**src/rtl/pc_pkg.sv**
```systemverilog
package pc_pkg;
  localparam int SEL_W   = 3;
  localparam int DIV_W   = 6;
  localparam int CLR_BIT = 4;
  localparam logic [1:0] ADDR_CTRL = 2'd0;
  localparam logic [1:0] ADDR_HI   = 2'd1;
  localparam logic [1:0] ADDR_LO   = 2'd2;
  localparam logic [SEL_W-1:0] SRC_EXT = '1;
endpackage

```
**src/rtl/pc_prescaler.sv**
```systemverilog
module pc_prescaler import pc_pkg::*; (
  input  logic             clk,
  input  logic             rst_n,
  input  logic             clr,
  input  logic [SEL_W-1:0] sel,
  output logic             tick
);
  localparam int NTAP = 2**SEL_W;

  logic [DIV_W-1:0] div_q, div_d;
  logic [NTAP-1:0]  taps;

  genvar gi;
  generate
    for (gi = 0; gi < NTAP; gi++) begin : g_tap
      if (gi == 0) begin : g_full
        assign taps[gi] = 1'b1;
      end else if (gi <= DIV_W) begin : g_div
        assign taps[gi] = &div_q[gi-1:0];
      end else begin : g_none
        assign taps[gi] = 1'b0;
      end
    end
  endgenerate

  always_comb begin
    div_d = clr ? '0 : div_q + 1'b1;
    tick  = taps[sel];
  end

  always_ff @(posedge clk or negedge rst_n) begin
    if (!rst_n) div_q <= '0;
    else        div_q <= div_d;
  end

  // a divided tick is never followed by another unless the code drops to 0
  a_r2_no_back_to_back: assert property (@(posedge clk) disable iff (!rst_n)
    (tick && sel != '0) |=> (!tick || sel == '0));
endmodule

```
**src/rtl/pc_edge_sync.sv**
```systemverilog
module pc_edge_sync #(parameter int STAGES = 3) (
  input  logic clk,
  input  logic rst_n,
  input  logic pin,
  output logic rise
);
  logic [STAGES-1:0] sh_q, sh_d;

  always_comb begin
    sh_d = {sh_q[STAGES-2:0], pin};
    rise = sh_q[STAGES-2] & ~sh_q[STAGES-1];
  end

  always_ff @(posedge clk or negedge rst_n) begin
    if (!rst_n) sh_q <= '0;
    else        sh_q <= sh_d;
  end

  a_r3_single_pulse: assert property (@(posedge clk) disable iff (!rst_n)
    rise |=> !rise);
endmodule

```
**src/rtl/pc_count_latch.sv**
```systemverilog
module pc_count_latch #(parameter int BUS_W = 8) (
  input  logic               clk,
  input  logic               rst_n,
  input  logic               clr,
  input  logic               adv,
  input  logic               hi_rd,
  input  logic               lo_rd,
  output logic [2*BUS_W-1:0] cnt,
  output logic [BUS_W-1:0]   held_lo,
  output logic               held
);
  localparam int CNT_W = 2*BUS_W;

  logic [CNT_W-1:0] cnt_q, cnt_d;
  logic [BUS_W-1:0] hold_q, hold_d;
  logic             lat_q, lat_d;

  always_comb begin
    cnt_d  = cnt_q;
    hold_d = hold_q;
    lat_d  = lat_q;
    if (clr) begin
      cnt_d = '0;
      lat_d = 1'b0;
    end else begin
      if (adv) cnt_d = cnt_q + 1'b1;
      if (lo_rd) begin
        lat_d = 1'b0;
      end else if (hi_rd && !lat_q) begin
        lat_d  = 1'b1;
        hold_d = cnt_q[BUS_W-1:0];
      end
    end
  end

  always_ff @(posedge clk or negedge rst_n) begin
    if (!rst_n) begin
      cnt_q  <= '0;
      hold_q <= '0;
      lat_q  <= 1'b0;
    end else begin
      cnt_q  <= cnt_d;
      hold_q <= hold_d;
      lat_q  <= lat_d;
    end
  end

  assign cnt     = cnt_q;
  assign held_lo = hold_q;
  assign held    = lat_q;

  a_r9_wrap: assert property (@(posedge clk) disable iff (!rst_n)
    (adv && !clr && cnt_q == '1) |=> cnt_q == '0);
  a_r8_restart: assert property (@(posedge clk) disable iff (!rst_n)
    clr |=> (cnt_q == '0 && !lat_q));
  a_r4_capture: assert property (@(posedge clk) disable iff (!rst_n)
    (hi_rd && !clr && !lo_rd) |=> lat_q);
  a_r6_persist: assert property (@(posedge clk) disable iff (!rst_n)
    (lat_q && !lo_rd && !clr) |=> lat_q);
  a_r5_keep: assert property (@(posedge clk) disable iff (!rst_n)
    (lat_q && !clr) |=> $stable(hold_q));
  a_r6_release: assert property (@(posedge clk) disable iff (!rst_n)
    lo_rd |=> !lat_q);
endmodule

```
**src/rtl/prescaled_count16.sv**
```systemverilog
module prescaled_count16 import pc_pkg::*; #(parameter int BUS_W = 8) (
  input  logic             clk,
  input  logic             rst_n,
  input  logic [1:0]       bus_addr,
  input  logic             bus_wr,
  input  logic             bus_rd,
  input  logic [BUS_W-1:0] bus_wdata,
  output logic [BUS_W-1:0] bus_rdata,
  input  logic             ext_clk
);
  localparam int CNT_W = 2*BUS_W;

  logic [SEL_W-1:0] sel_q, sel_d;
  logic             ctrl_wr, sw_clr, hi_rd, lo_rd;
  logic             div_tick, ext_rise, adv;
  logic [CNT_W-1:0] cnt;
  logic [BUS_W-1:0] held_lo;
  logic             held;
  logic             unused_wbits;

  assign unused_wbits = ^{bus_wdata[BUS_W-1:CLR_BIT+1], bus_wdata[CLR_BIT-1:SEL_W]};

  always_comb begin
    ctrl_wr = bus_wr && bus_addr == ADDR_CTRL;
    sw_clr  = ctrl_wr && bus_wdata[CLR_BIT];
    hi_rd   = bus_rd && bus_addr == ADDR_HI;
    lo_rd   = bus_rd && bus_addr == ADDR_LO;
    sel_d   = ctrl_wr ? bus_wdata[SEL_W-1:0] : sel_q;
    adv     = (sel_q == SRC_EXT) ? ext_rise : div_tick;
  end

  always_ff @(posedge clk or negedge rst_n) begin
    if (!rst_n) sel_q <= '0;
    else        sel_q <= sel_d;
  end

  pc_prescaler u_div (
    .clk  (clk),
    .rst_n(rst_n),
    .clr  (sw_clr),
    .sel  (sel_q),
    .tick (div_tick)
  );

  pc_edge_sync #(.STAGES(3)) u_ext (
    .clk  (clk),
    .rst_n(rst_n),
    .pin  (ext_clk),
    .rise (ext_rise)
  );

  pc_count_latch #(.BUS_W(BUS_W)) u_cnt (
    .clk    (clk),
    .rst_n  (rst_n),
    .clr    (sw_clr),
    .adv    (adv),
    .hi_rd  (hi_rd),
    .lo_rd  (lo_rd),
    .cnt    (cnt),
    .held_lo(held_lo),
    .held   (held)
  );

  always_comb begin
    unique case (bus_addr)
      ADDR_CTRL: bus_rdata = {{(BUS_W-SEL_W){1'b0}}, sel_q};
      ADDR_HI:   bus_rdata = cnt[CNT_W-1:BUS_W];
      ADDR_LO:   bus_rdata = held ? held_lo : cnt[BUS_W-1:0];
      default:   bus_rdata = '0;
    endcase
  end

  // writes to the count addresses leave the source code alone
  a_r7_ro_ctrl: assert property (@(posedge clk) disable iff (!rst_n)
    (bus_wr && bus_addr != ADDR_CTRL) |=> $stable(sel_q));
  // with the external source and no synchronized edge, the count holds
  a_r3_hold: assert property (@(posedge clk) disable iff (!rst_n)
    (sel_q == SRC_EXT && !ext_rise && !sw_clr) |=> $stable(cnt));
endmodule

```
**config.mk**
```make
export PLATFORM = sky130hd
export DESIGN_NAME = prescaled_count16
export DESIGN_NICKNAME = d
export VERILOG_FILES = /design/src/rtl/pc_pkg.sv /design/src/rtl/pc_prescaler.sv /design/src/rtl/pc_edge_sync.sv /design/src/rtl/pc_count_latch.sv /design/src/rtl/prescaled_count16.sv
export SDC_FILE = /design/constraint.sdc
export NUM_CORES = 1
export LEC_CHECK = 0
export ABC_AREA = 1
export BUFFER_PORTS_ARGS = -buffer_cell sky130_fd_sc_hd__buf_4
export CAP_MARGIN = 20
export CORE_UTILIZATION = 45
export DETAILED_ROUTE_END_ITERATION = 10
export PLACE_DENSITY_LB_ADDON = 0.05
export SETUP_SLACK_MARGIN = 0.3
export SLEW_MARGIN = 5
export SYNTH_ARGS = -nofsm -noshare
export SYNTH_HDL_FRONTEND = slang
export SYNTH_SLANG_ARGS = --single-unit
```
**constraint.sdc**
```tcl
create_clock -name clk -period 1.7 [get_ports clk]
set_input_delay 0.17 -clock clk [delete_from_list [all_inputs] [get_ports clk]]
set_output_delay 0.17 -clock clk [all_outputs]
set_load 0.03 [all_outputs]
```
==> After elaboration in Yosys (flattened, before gate mapping) <==
Index checks and enable logic that the tools add are counted.
W data, S select, Z words.
{ "classes": {"n_eq_ne": 3, "n_addsub": 2, "n_bitwise": 4, "muxes": 11, "reduce_logical": 15, "magnitude_cmp": 1} }
{ "op_table": {"columns": ["operator", "count"], "rows": [
  ["$mux W16", 2],
  ["$pmux W8 S3", 1],
  ["$add A16 B1 Y16 const B", 1],
  ["$mux W8", 1],
  ["$add A6 B1 Y6 const B", 1],
  ["$mux W6", 1],
  ["$reduce_and A3 Y1", 2],
  ["$reduce_and A6 Y1", 1],
  ["$logic_and A1 B1 Y1", 5],
  ["$mux W1", 5],
  ["$reduce_and A5 Y1", 1],
  ["$lt A3 B4 Y1 const B", 1],
  ["$reduce_and A4 Y1", 1],
  ["$bmux W1 S3", 1],
  ["$eq A3 B3 Y1 const B", 1],
  ["$not A1 Y1", 3],
  ["$reduce_bool A3 Y1", 1],
  ["$eq A2 B1 Y1 const B", 1],
  ["$eq A2 B2 Y1 const B", 1],
  ["$logic_not A2 Y1", 1],
  ["$reduce_and A2 Y1", 1],
  ["$reduce_bool A2 Y1", 1],
  ["$and A1 B1 Y1", 1],
  ["$logic_not A1 Y1", 1]
]} }
{ "word_totals": {"elab_cells": 42, "regBits": 37, "out_inout_bits": 8} }

==> Longest topological paths before layout <==
Gate-level depths: netlist (run 1).
{ "logic_depth": {"depth_word": 6, "depth_mapped": 11} }

==> Modules after synthesis <==
A second synthesis (run 1) with hierarchy kept.
{ "unflattened": {"hier_cells": 297, "area_unflattened_um2": 2118.3} }
{ "by_module_without_submodules": {"columns": ["mod", "cells_each", "area_each_um2", "seq_area_each_um2", "instances"], "rows": [
  ["pc_count_latch", 153, 1219.9, 625.6, 1],
  ["prescaled_count16", 89, 432.9, 75.1, 1],
  ["pc_prescaler", 50, 380.4, 150.1, 1],
  ["pc_edge_sync", 5, 85.1, 75.1, 1]
]} }

==> Worst setup path after synthesis (run 1) <==
No wires, ideal clock.
{ "synth_timing": {"path_type": "reg2reg", "from": "register u_div.div_q[0]", "to": "register u_cnt.cnt_q[12] (netlist: u_cnt.cnt[12])", "setup_slack_ns": 0.062, "path_stages_with_launch": 12, "setup_time_ns": 0.118, "arrival_time_ns": 1.520, "cell_sequence": "dfrtp_1 > ha_1 > inv_1 > nor2_1 > ha_1 > nand2_1 > nand3_1 > nand3_4 > nand3_4 > buf_6 > nand2_1 > o21ai_2"} }
{ "synth_between": {"elab_chain_cells": 5} }
{ "synth_lines": {"columns": ["element", "line_no", "rtl"], "rows": [
  ["start, declared", "pc_prescaler.sv:10", "logic [DIV_W-1:0] div_q, div_d;"],
  ["start signal, assigned", "pc_prescaler.sv:33", "else div_q <= div_d;"],
  ["$reduce_and A6 Y1, or another cell as far along", "pc_prescaler.sv:19", "assign taps[gi] = &div_q[gi-1:0];"],
  ["$bmux W1 S3 *", "pc_prescaler.sv:28", "tick = taps[sel];"],
  ["$mux W1 (not written as such) *", "pc_prescaler.sv:28", null],
  ["$mux W1 *", "prescaled_count16.sv:29", "adv = (sel_q == SRC_EXT) ? ext_rise : div_tick;"],
  ["$reduce_bool A2 Y1 (no source line) *", null, null],
  ["end signal, assigned", "pc_count_latch.sv:42", "cnt_q <= cnt_d;"],
  ["end, declared", "pc_count_latch.sv:14", "logic [CNT_W-1:0] cnt_q, cnt_d;"]
]} }
Mark *: on every way between the ends. The rest lies on a longest branch, timed or not. The select of a mux whose other input is x is not followed.
A chain may end at the register's enable or synchronous reset.

==> Worst setup path in the final report (run 1) <==
{ "layout_timing": {"from": "register u_div.div_q[0]", "to": "register u_cnt.cnt_q[4] (netlist: u_cnt.cnt[4])"} }
The elaborated chain is that of the path after synthesis.

==> run metrics, run 1 <==
status=finished clean; global-route wire length before repair=roughly 8600 um; final cycle utilization of the critical path=97.9%; total area of sequential cells=just over 900 sq um; Vias/cell=around 5.3; min-delay worst type=input port to flip-flop; capture point of the worst reg-to-reg path=u_cnt.cnt[4]; register-to-register setup slack=between 0.03 and 0.04 ns; pin count of the biggest net entering global routing=38; placeable core region=approximately 4700 sq um; first-pass detailed-route iteration total=4; cells after synthesis=around 290; CP Capture Point=u_cnt.cnt[4]; number of buffers created by CTS=5; Routed met3 length=232 um; launching element of the worst setup path=u_div.div_q[0]; commonest cells after routing, fill and taps aside=sky130_fd_sc_hd__nand2_1 (57), sky130_fd_sc_hd__nor2_1 (36), sky130_fd_sc_hd__dfrtp_1 (35); setup slack after placement=slightly above 0.08 ns; CP required=between 1.5 and 2 ns; met2 layer wire length in the routed design=roughly 2600 um; vias post-DR=~2000; final hold slack=0.124 ns; vias in the first global route=~1700; number of antenna repair diodes=0; average footprint of a synthesized cell=between 7 and 8 sq um; Post-Synth Simple-Gate Area=a little under a third; Synth cell types=26; core utilization of the finished layout=about three fifths; row count=25; uppermost layer routed=met4; Antenna Nets Post-Route=0; HP Start=bus_wdata[1]; unrepaired setup endpoints after global routing=true; number of buffers between clock root and the deepest sink=2; largest cells by area after synthesis=sky130_fd_sc_hd__dfrtp_1 (42%), sky130_fd_sc_hd__nand2_1 (12%), sky130_fd_sc_hd__nor2_1 (6.8%); number of gates on the worst path with buffers counted=11; post-detailed-route wirelength per cell=14.7 um; largest stage delay on the critical path=~0.43 ns; placer's final routability congestion estimate=between 0.9 and 1; transition time at the pin with the least slew margin=about 0.48 ns; die height=~70 um; most common cell after layout, fill and taps aside=sky130_fd_sc_hd__nand2_1; fillcell total=a little over 400; initial cell density of the core=46.8%; final number of hold-violating endpoints=0; Leak=around 1.3 nW; worst slew margin relative to its limit=68.3%; Total Nets Final=around 340; multi-input logic area=1280 sq um; TritonCTS clock tree=done; share of total power in the clock network=~16%; drt drc=0; IO Port Bufs=18; number of cells traversed by the worst hold path=3; worst setup path class=flip-flop to flip-flop; worst-path maximum fanout=6; setup violation total in the final timing report=0; clk_lat worst skew=just under 0.3 ns; P per Cell Area=~1300 nW/um^2; highest attainable clock frequency=about 600 MHz; Post-Synth Adder-Cell Area=2.85%; Area Overhead vs Synth=30.0%; maxcap violations=0; wire length on met1=~2600 um; number of violations reported at the end of detailed-routing iteration 0=125; Gate power share=around 45%; Psw=around 1.6 mW; I/O pins=23; cell at the slowest stage of the critical path=sky130_fd_sc_hd__dfrtp_1; Sequential Power Share=between 30% and 40%; total buffers and inverters traversed by the critical path=2; Cell Area, Synth=approximately 2200 sq um; antenna violations before repair=0; share of synthesized area occupied by flip-flops and latches=between 40% and 50%; ordered list of cells on the worst path=ha_2 -> inv_2 -> nor2_1 -> ha_2 -> nand2_2 -> nand3_2 -> nand3_4 -> nand3_4 -> clkbuf_16 -> nand2_4 -> o21ai_2; depth of the worst register-to-register path=11; Final min period=around 1.7 ns; global route total overflow=0; clk sink count=37; portion of synthesized cell area occupied by the leading cell type=between 40 and 50%; global-route total usage across every layer=a little over a fifth; post-synth net total=305; compound-gate portion of the synthesized area=about 13%; main combinational cell family by area after synthesis=simple AND/OR/NAND/NOR gates; Yosys reg bits=37; internal power of the cells=2.19 mW; XOR/XNOR Fraction of Synth Area=approximately 2.4%; R2R Path Start=u_div.div_q[0]; Die Wd=between 70 and 80 um; clk root buf=sky130_fd_sc_hd__clkbuf_8; share of final-layout standard cells stronger than drive strength 1=33.8%; share of synthesized area spent on multiplexers=0%; Final Skew=around 0.0060 ns; Sw Ratio=43.0%; final setup margin=~0.036 ns; signal arrival time at the worst endpoint=1.84 ns; HPWL reported at the end of detailed placement=3610 um; Worst Setup Start Kind=flip-flop; CTS H-tree depth=2; Final Max Tran Viols=0; clock slew at the register clock pins of the worst setup and hold paths=approximately 0.08 ns; top cell type by total area after synthesis=sky130_fd_sc_hd__dfrtp_1; Max rail drop VDD=about 760 uV; Detailed Route WL=approximately 5500 um; crit path capture type=flip-flop; full die area=about 5200 sq um; count of synthesis-stage warnings from yosys=0; Largest delay share family, worst path=simple AND/OR/NAND/NOR gates
## registers in the layout, summed over array words and instances, names as in the netlist
register / count
u_div.div_q: 6
u_cnt.held: 1
u_cnt.held_lo: 8
u_ext.sh_q: 3
sel_q: 3
u_cnt.cnt: 16
## cell usage after synthesis (all sizes together)
library cell,count
nor2,41
nand3,22
or2,1
a21oi,8
o211ai,1
xor2,6
o21ai,28
o22ai,4
nand2,72
nor3,3
nand4,13
ha,5
clkbuf,2
buf,6
dfrtp,37
inv,33
o221ai,3
## tightest hold or removal path, stage by stage
cell and delay (ns):
sky130_fd_sc_hd__buf_4 0.08, sky130_fd_sc_hd__nor2_1 0.03, sky130_fd_sc_hd__a21oi_1 0.10
## power by group through the flow
stage                     logic, mW  clock network (mW)  registers [mW]
after global placement         1.27                   0            1.49
after floorplan                1.01                   0            1.39
after global routing           1.90               0.661            1.56
final                          1.72               0.603            1.52
after CTS                      1.44               0.632            1.50
after detailed placement       1.28                   0            1.49
## kinds of logic (layout without fill, tap and decap cells)
logic type,Yosys count,after routing
adder cells (fa/ha/maj),5,5
XOR/XNOR,6,6
flip-flops,37,37
AND/OR/NAND/NOR,152,152
AO/OA/AOI/OAI,44,44
buffers and inverters,41,76
## routing by layer
layer	GRT usage, %	up-vias
met5	0	-
met4	7.84	0
met3	4.78	8
met2	33.5	42
met1	29.9	935
li1	-	1008
## repair_timing
item,in CTS,in global routing
pin swaps,10,11
endpoints found under the hold margin,38,0
gates cloned,1,3
setup endpoints to repair,24,24
gates resized for setup,27,34
hold buffers,2,0
buffers inserted,4,2
## cell type report
cell class,count,share of cell area (%)
multi-input cells,207,45.0
flip-flops and latches,37,32.5
repair buffers,34,12.4
inverters,33,4.52
clock buffers,6,2.54
well taps,54,2.37
clock inverters,2,0.351
repair inverters,1,0.263
## per-stage QoR
step	TNS (ns)	power, mW	area, sq um	cells
floorplan	0	2.40	2250	285
global placement	0	2.76	2440	354
detailed placement	0	2.77	2440	354
CTS	0	3.57	2650	369
global route	-0.438	4.12	2850	374
finish	0	3.84	2850	374
## worst min path at each step
| stage | to | slack (ns) |
|---|---|---|
| after floorplan | sel_q[0] | -0.13 |
| after global placement | u_div.div_q[1] | 0.17 |
| after detailed placement | u_div.div_q[1] | 0.16 |
| after CTS | sel_q[1] | 0.11 |
| after global routing | sel_q[2] | 0.12 |
| final | sel_q[1] | 0.12 |
Power figures use the tool's default switching activity.
==> run 2: changes to the inputs <==
CTS_BUF_LIST = sky130_fd_sc_hd__clkbuf_4 sky130_fd_sc_hd__clkbuf_8   (was default)
SETUP_SLACK_MARGIN = default   (was 0.3)
==> run metrics, run 2 (synthesis gave the netlist of run 1 again) <==
final setup margin=a little under 0.04 ns; highest attainable clock frequency=602 MHz; share of total power in the clock network=17.5%; global-route wire length before repair=between 8000 and 9000 um; Leak=between 1 and 1.5 nW; IO Port Bufs=18; pin count of the biggest net entering global routing=38; Sequential Power Share=40.7%; global-route total usage across every layer=22.1%; clk_lat worst skew=approximately 0.29 ns; setup slack after placement=around 0.012 ns; internal power of the cells=around 2.2 mW; antenna violations before repair=0; final cycle utilization of the critical path=between 90% and 100%; most common cell after layout, fill and taps aside=sky130_fd_sc_hd__nand2_1; signal arrival time at the worst endpoint=about 1.8 ns; Setup TNS=0 ns; worst slew margin relative to its limit=between 60% and 70%; register-to-register setup slack=between 0.03 and 0.04 ns; number of antenna repair diodes=0; Sw Ratio=41.1%; capture point of the worst reg-to-reg path=u_cnt.cnt[14]; Final Skew=roughly 0.0052 ns; number of buffers created by CTS=5; Max rail drop VDD=around 660 uV; min-delay worst type=input port to flip-flop; Detailed Route WL=between 5000 and 6000 um; launching element of the worst setup path=u_div.div_q[0]; placeable core region=roughly 4700 sq um; Psw=1.50 mW; Antenna Nets Post-Route=0; vias in the first global route=between 1500 and 2000; Worst Setup Start Kind=flip-flop; power after layout=roughly 3.7 mW; clk root buf=sky130_fd_sc_hd__clkbuf_8; P per Cell Area=approximately 1300 nW/um^2; commonest cells after routing, fill and taps aside=sky130_fd_sc_hd__nand2_1 (61), sky130_fd_sc_hd__nor2_1 (39), sky130_fd_sc_hd__dfrtp_1 (35); placer's final routability congestion estimate=just over 0.9; Gate power share=a little over two fifths; drt drc=0; TritonCTS clock tree=done; worst setup path class=flip-flop to flip-flop; setup violation total in the final timing report=0; transition time at the pin with the least slew margin=0.476 ns; vias post-DR=~2000; share of final-layout standard cells stronger than drive strength 1=around 26%; clk sink count=37; Total Nets Final=341; worst-path maximum fanout=5; number of buffers between clock root and the deepest sink=2; status=finished clean; Die Wd=71.8 um; fillcell total=448; Final min period=1.66 ns; Final Max Tran Viols=0; number of flip-flops under the largest register name=16; clock slew at the register clock pins of the worst setup and hold paths=roughly 0.070 ns; number of violations reported at the end of detailed-routing iteration 0=around 130; crit path capture type=flip-flop; R2R Path Start=u_div.div_q[0]; CTS H-tree depth=2; I/O pins=23; CP required=~1.9 ns; maxcap violations=0; global route total overflow=0; final number of hold-violating endpoints=0; HPWL reported at the end of detailed placement=3710 um; initial cell density of the core=approximately 47%; row count=25; die height=71.8 um; post-detailed-route wirelength per cell=14.2 um; full die area=5160 sq um; Area Overhead vs Synth=23.9%; CP Capture Point=u_cnt.cnt[14]; Vias/cell=between 5 and 6; unrepaired setup endpoints after global routing=true; depth of the worst register-to-register path=11; first-pass detailed-route iteration total=4
## run 2: how the worst min path moves through the flow
stage                     end         start  slack (ns)  cells after the start
4_1_cts              sel_q[1]  bus_wdata[1]        0.12                      3
2_1_floorplan        sel_q[0]         rst_n       -0.13                      0
6_report             sel_q[1]  bus_wdata[1]        0.13                      3
3_3_place_gp   u_div.div_q[5]         rst_n        0.17                      1
5_1_grt              sel_q[2]  bus_wdata[2]        0.12                      3
3_5_place_dp   u_div.div_q[5]         rst_n        0.17                      1
## run 2: metal layers
metal,wire [um],vias up,GRT usage (%),part of all wire [%]
li1,-,1003,-,-
met1,2500,931,30.1,47
met2,2450,40,34.4,46
met3,263,11,4.64,4.9
met4,125,0,8.93,2.3
met5,0,-,0,0
## run 2: worst max-delay path, cell delays in order, from the launching register on
cell	delay (ns)
sky130_fd_sc_hd__dfrtp_1	0.42
sky130_fd_sc_hd__ha_2	0.20
sky130_fd_sc_hd__inv_2	0.05
sky130_fd_sc_hd__nor2_2	0.03
sky130_fd_sc_hd__ha_2	0.18
sky130_fd_sc_hd__nand2_2	0.05
sky130_fd_sc_hd__nand3_2	0.08
sky130_fd_sc_hd__nand3_4	0.08
sky130_fd_sc_hd__nand3_4	0.14
sky130_fd_sc_hd__clkbuf_16	0.20
sky130_fd_sc_hd__nand3_1	0.06
sky130_fd_sc_hd__nand2_1	0.05
## run 2: layout make-up
type / instances / area, sq um / area share (%)
Sequential cell: 37 / 928 / 34.1
Tap cell: 54 / 67.6 / 2.48
Inverter: 33 / 128 / 4.69
Clock buffer: 8 / 91.3 / 3.36
Timing Repair Buffer: 36 / 335 / 12.3
Multi-Input combinational cell: 207 / 1160 / 42.7
Timing Repair inverter: 1 / 7.51 / 0.276
## run 2: metrics by stage
step | cell area (sq um) | util, % | hold slack, ns | instances
CTS | 2560 | 54.7 | 0.125 | 370
detailed placement | 2430 | 51.8 | 0.170 | 358
global placement | 2430 | 51.8 | 0.168 | 358
global route | 2720 | 58.0 | 0.125 | 376
finish | 2720 | 58.0 | 0.127 | 376
floorplan | 2190 | - | -0.126 | 285
## run 2: power groups by stage
stage | Clock (mW) | Combinational, mW | Sequential [mW]
floorplan | 0 | 0.962 | 1.39
global placement | 0 | 1.28 | 1.49
detailed placement | 0 | 1.29 | 1.49
CTS | 0.664 | 1.32 | 1.48
global route | 0.701 | 1.71 | 1.53
finish | 0.639 | 1.53 | 1.49
## run 2: repair_timing
item | CTS | global route
cloned | 0 | 3
hold buffers | 2 | 0
pin swaps | 0 | 11
resized for setup | 2 | 25
endpoints found under the hold margin | 38 | 0
endpoints found under the setup margin | 7 | 24
buffers inserted | 2 | 3
